===== config.mk =====
export PLATFORM = sky130hd
export DESIGN_NAME = wdt_rst_pulse
export DESIGN_NICKNAME = d
export VERILOG_FILES = /design/src/rtl/wdtrp_pkg.sv /design/src/rtl/wdtrp_key_decode.sv /design/src/rtl/wdtrp_cfg_reg.sv /design/src/rtl/wdtrp_pulse_gen.sv /design/src/rtl/wdt_rst_pulse.sv
export SDC_FILE = /design/constraint.sdc
export NUM_CORES = 1
export LEC_CHECK = 0
export CORE_MARGIN = 3
export CORE_UTILIZATION = 40
export CTS_BUF_LIST = sky130_fd_sc_hd__clkbuf_2 sky130_fd_sc_hd__clkbuf_4 sky130_fd_sc_hd__clkbuf_8
export DETAILED_ROUTE_END_ITERATION = 8
export PLACE_DENSITY = 0.77
export SLEW_MARGIN = 0
export SYNTH_ARGS = -nofsm -noshare
export SYNTH_HDL_FRONTEND = slang
export SYNTH_SLANG_ARGS = --single-unit

===== constraint.sdc =====
create_clock -name clk -period 2 [get_ports clk]
set_input_delay 0.2 -clock clk [delete_from_list [all_inputs] [get_ports clk]]
set_output_delay 0.2 -clock clk [all_outputs]
set_load 0.02 [all_outputs]

===== src/rtl/wdtrp_pkg.sv =====
package wdtrp_pkg;
   localparam int KEY_W = 8;

   localparam logic [KEY_W-1:0] KEY_LEVEL_HIGH = 8'hA5;
   localparam logic [KEY_W-1:0] KEY_LEVEL_LOW  = 8'h5A;
   localparam logic [KEY_W-1:0] KEY_DRIVE_PP   = 8'hA8;
   localparam logic [KEY_W-1:0] KEY_DRIVE_OD   = 8'h8A;

   typedef struct packed {
      logic level_set;
      logic level_clr;
      logic drive_set;
      logic drive_clr;
   } attr_cmd_t;
endpackage


===== src/rtl/wdtrp_key_decode.sv =====
module wdtrp_key_decode
   import wdtrp_pkg::*;
#(
   parameter bit KEYS_ON = 1'b1
) (
   input  logic             wr_en,
   input  logic [KEY_W-1:0] key,
   output attr_cmd_t        cmd
);
   generate
      if (KEYS_ON) begin : g_keyed
         always_comb begin
            cmd = '0;
            if (wr_en) begin
               case (key)
                  KEY_LEVEL_HIGH: cmd.level_set = 1'b1;
                  KEY_LEVEL_LOW:  cmd.level_clr = 1'b1;
                  KEY_DRIVE_PP:   cmd.drive_set = 1'b1;
                  KEY_DRIVE_OD:   cmd.drive_clr = 1'b1;
                  default:        cmd = '0;
               endcase
            end
         end
      end else begin : g_plain
         logic unused_key;
         assign unused_key = ^{wr_en, key};
         assign cmd = '0;
      end
   endgenerate
endmodule


===== src/rtl/wdtrp_cfg_reg.sv =====
module wdtrp_cfg_reg
   import wdtrp_pkg::*;
#(
   parameter int          REG_W     = 32,
   parameter int          FW        = 20,
   parameter int unsigned RST_WIDTH = 255
) (
   input  logic             clk,
   input  logic             rst_n,
   input  logic             wr_en,
   input  logic [FW-1:0]    wr_width,
   input  attr_cmd_t        cmd,
   output logic             level_hi,
   output logic             push_pull,
   output logic [FW-1:0]    width,
   output logic [REG_W-1:0] cfg_rd
);
   localparam int GAP_W = REG_W - 2 - FW;

   always_ff @(posedge clk) begin
      if (!rst_n) begin
         level_hi  <= 1'b0;
         push_pull <= 1'b0;
         width     <= FW'(RST_WIDTH);
      end else begin
         if (wr_en) width <= wr_width;
         if (cmd.level_set)      level_hi <= 1'b1;
         else if (cmd.level_clr) level_hi <= 1'b0;
         if (cmd.drive_set)      push_pull <= 1'b1;
         else if (cmd.drive_clr) push_pull <= 1'b0;
      end
   end

   assign cfg_rd = {level_hi, push_pull, {GAP_W{1'b0}}, width};
endmodule


===== src/rtl/wdtrp_pulse_gen.sv =====
module wdtrp_pulse_gen #(
   parameter int FW = 20
) (
   input  logic          clk,
   input  logic          rst_n,
   input  logic          trig,
   input  logic [FW-1:0] width,
   input  logic          level_hi,
   input  logic          push_pull,
   output logic          rst_out,
   output logic          rst_oe,
   output logic          busy
);
   logic [FW-1:0] remain;

   always_ff @(posedge clk) begin
      if (!rst_n) begin
         busy   <= 1'b0;
         remain <= '0;
      end else if (!busy) begin
         if (trig) begin
            busy   <= 1'b1;
            remain <= width;
         end
      end else if (remain == '0) begin
         busy <= 1'b0;
      end else begin
         remain <= remain - 1'b1;
      end
   end

   assign rst_out = busy ? level_hi : ~level_hi;
   assign rst_oe  = push_pull | (busy & ~level_hi);
endmodule


===== src/rtl/wdt_rst_pulse.sv =====
module wdt_rst_pulse
   import wdtrp_pkg::*;
#(
   parameter int          REG_W         = 32,
   parameter bit          NEWER_VARIANT = 1'b1,
   parameter int          NARROW_FW     = 8,
   parameter int          WIDE_FW       = 20,
   parameter int unsigned RST_WIDTH     = 255
) (
   input  logic             clk,
   input  logic             rst_n,
   input  logic             wr_en,
   input  logic [REG_W-1:0] wr_data,
   input  logic             trig,
   output logic [REG_W-1:0] cfg_rd,
   output logic             rst_out,
   output logic             rst_oe
);
   localparam int FW      = NEWER_VARIANT ? WIDE_FW : NARROW_FW;
   localparam int KEY_LSB = REG_W - KEY_W;

   generate
      if (FW >= KEY_LSB) begin : g_bad_width
         $error("width field overlaps the key byte");
      end
      if (NARROW_FW > WIDE_FW) begin : g_bad_order
         $error("narrow width field wider than wide one");
      end
      if (RST_WIDTH >= (1 << NARROW_FW)) begin : g_bad_reset
         $error("reset width does not fit the narrow field");
      end
   endgenerate

   attr_cmd_t     cmd;
   logic          level_hi;
   logic          push_pull;
   logic [FW-1:0] width;
   logic          pulse_busy;
   logic          unused_mid;

   assign unused_mid = ^wr_data[KEY_LSB-1:FW];

   wdtrp_key_decode #(.KEYS_ON(NEWER_VARIANT)) u_keys (
      .wr_en (wr_en),
      .key   (wr_data[REG_W-1:KEY_LSB]),
      .cmd   (cmd)
   );

   wdtrp_cfg_reg #(.REG_W(REG_W), .FW(FW), .RST_WIDTH(RST_WIDTH)) u_cfg (
      .clk       (clk),
      .rst_n     (rst_n),
      .wr_en     (wr_en),
      .wr_width  (wr_data[FW-1:0]),
      .cmd       (cmd),
      .level_hi  (level_hi),
      .push_pull (push_pull),
      .width     (width),
      .cfg_rd    (cfg_rd)
   );

   wdtrp_pulse_gen #(.FW(FW)) u_pulse (
      .clk       (clk),
      .rst_n     (rst_n),
      .trig      (trig),
      .width     (width),
      .level_hi  (level_hi),
      .push_pull (push_pull),
      .rst_out   (rst_out),
      .rst_oe    (rst_oe),
      .busy      (pulse_busy)
   );
endmodule


==> run metrics, run 1 <==
slew at the pin closest to its max-slew limit=slightly above 600 ps; share of layout cells above drive strength 1=approximately 16%; area grow syn2layout=34.0%; min cycle time layout=1920 ps; worst vdd ir=between 0.0004 and 0.0005 V; post-detail-place hpwl=between 4000 and 5000 µm; first-pass GRT wire length=about 10000 µm; Die Y=between 80 and 90 µm; GPL Wtd Cong=0.876; commonest non-fill, non-tap cell in the layout=clkdlybuf4s50_1; antenna violations before repair=0; Via density=5.39; Final Instance Area=3290 µm²; ys flop type=dfxtp_1; fillers=519; Post-Synthesis Cell Area=2450 µm²; Avg Cell Area, Syn=around 8.4 µm²; Max clock buf depth=2; #FFs+latches synth=43; pwr/cell area=approximately 740 nW/µm²; # nets final=around 400; Worst slew margin=between 50% and 60%; NetSw=between 700 and 800 µW; Core ar.=about 5700 µm²; Critical Path AT=2130 ps; Clock Skews=6.09 ps; YS warnings=0; number of enable flip-flop cells after synthesis=0; FF-to-FF setup slack=~76 ps; die area=7110 µm²; H-tree Lvls=2; critical path class=register to register; antenna viol nets, final=0; drt drc=0; largest net degree at the start of global routing=33; register area share after synthesis=35.1%; count of final hold-check violations=0; CP Capture Type=register; Max-cap violations=0; switch share=roughly 30%; status=finished, final reports clean; post-synthesis cell count=293; Max FO, Critical Path=8; vias in the first global route=roughly 2200; CP Launch Type=register; antenna cell count=0; dpl cells=424; Cell Rows=27; CTS tree=yes; Lkg Pwr=1.28 nW; Placed Area=3140 µm²; Total Wirelength=between 6000 and 7000 µm; period utilization=96.2%; Clock Power Share=between 20 and 30%; Max Slew Vio Count=0; Sink Count=43; Post-CTS Setup Repair Bufs=0; commonest non-fill, non-tap cells in the layout=clkdlybuf4s50_1 (54), dfxtp_1 (43), nand2_1 (39), buf_4 (27), mux2i_1 (19); Worst Hold Class=input port to register; fin cells=approximately 430; # setup viols final=0; DR vias=~2300; Power Total=2.43 mW; TritonCTS buffer count=5; Internal=1.69 mW; async set-or-reset flop fraction in the synthesized netlist=0%; io pins=70; f_max=approximately 520 MHz; grt ovf=0; Initial Util=43.0%; Synth cell types=47; Port Buffers=55; root buffer cell=clkbuf_8; 1st-pass router iterations=4; setup TNS=0 ps; Comb pwr share=between 30% and 40%; clk slew on worst S/H paths=roughly 80 ps; Required @ worst endpoint=approximately 2200 ps; Die Wd=between 80 and 90 µm; clock insertion delay at the later pin of the skew report=roughly 300 ps; RSZ-0062 raised after global routing=true; GRT Util Overall=between 10% and 20%; WL/cell=about 14 µm; starting DRC count in detailed routing=approximately 130; part of the power in registers=roughly two fifths
## synthesized netlist by cell type (all sizes together) (5+ instances only)
cell     instances  area [µm²]
mux2i           19         190
nand2           39         146
o211ai           5        37.5
nor3             9        45.0
o2bb2ai          6        90.1
nand2b           6        37.5
a21boi           5        37.5
buf             21         146
dfxtp           43         861
nor4             5        46.3
clkbuf          12        45.0
o22ai            5        43.8
o21ai           13        65.1
nor2             9        33.8
nor2b           17         106
nand3           10        50.1
a21oi           18        90.1
inv              8        30.0
## stage by stage
| stage | util, % | hold WS (ps) | worst slack, ps |
|---|---|---|---|
| floorplan | - | 329 | 24.2 |
| global placement | 55.0 | 463 | 68.5 |
| detailed placement | 55.0 | 480 | 41.0 |
| CTS | 57.1 | 423 | 27.5 |
| global route | 57.6 | 450 | -19.0 |
| finish | 57.6 | 432 | 76.4 |
## path summary, 6_finish.rpt
kind / endpoint / depth (start not counted) / from
max: u_pulse.remain[14]$_SDFFE_PN0P_ / 7 / u_pulse.remain[11]$_SDFFE_PN0P_
min: u_cfg.width[6]$_SDFFE_PN1P_ / 2 / rst_n
max reg2reg: u_pulse.remain[14]$_SDFFE_PN0P_ / 7 / u_pulse.remain[11]$_SDFFE_PN0P_
min reg2reg: u_pulse.remain[10]$_SDFFE_PN0P_ / 2 / u_pulse.remain[10]$_SDFFE_PN0P_
## worst max-delay path: stages (launching register included)
cell and delay [ps]:
dfxtp_1 320, or4_4 550, buf_4 170, nor4_4 150
a31o_1 240, buf_4 180, a21oi_1 50, o21a_1 170
## area by class of cell
type	count	area, µm²	share of cell area [%]
timing repair buffer	83	759	23.1
sequential	43	861	26.2
clock inverter	2	35.0	1.07
inverter	8	30.0	0.913
tap	72	90.1	2.74
clock buffer	6	82.6	2.51
multi-input combinational	218	1430	43.5
## power groups by stage
stage               Clock (mW)  Combinational (mW)  Sequential (mW)
floorplan                    0               0.435             1.01
global placement             0               0.711            0.989
detailed placement           0               0.725            0.994
CTS                      0.715               0.728            0.974
global route             0.748               0.819            0.988
finish                   0.701               0.749            0.979
## layer usage
metal | wire (µm) | up-vias | global-route usage (%)
li1 | - | 1154 | -
met1 | 2760 | 1099 | 22.9
met4 | 72 | 0 | 5.85
met2 | 2870 | 69 | 27.0
met3 | 334 | 7 | 3.14
met5 | 0 | - | 0
## repair_timing
action | CTS | global route
endpoints found under the setup margin | 0 | 15
gates resized for setup | 0 | 9
hold buffers | 0 | 0
## sequential cells by signal, indices dropped and copies added, names as in the netlist
signal and flops:
u_cfg.level_hi 1, u_cfg.width 20, u_pulse.busy 1, u_pulse.remain 20, u_cfg.push_pull 1
## logic make-up after synthesis
group           synth area share [%]
buf+inv                         9.03
fa+ha+maj                       1.53
flops                           35.1
simple gates                    25.2
compound gates                  20.3
other cells                    0.153
mux                             8.67
Note: power is estimated with default switching activity, not from simulation.
==> inputs of run 2 (changes only) <==
--- a/config.mk
+++ b/config.mk
@@ -5,6 +5,7 @@
 export SDC_FILE = /design/constraint.sdc
 export NUM_CORES = 1
 export LEC_CHECK = 0
+export ABC_CLOCK_PERIOD_IN_PS = 2000
 export CORE_MARGIN = 3
 export CORE_UTILIZATION = 40
 export CTS_BUF_LIST = sky130_fd_sc_hd__clkbuf_2 sky130_fd_sc_hd__clkbuf_4 sky130_fd_sc_hd__clkbuf_8
==> results of run 2 <==
Final layout, timing and power as in run 1 (identical DEF).
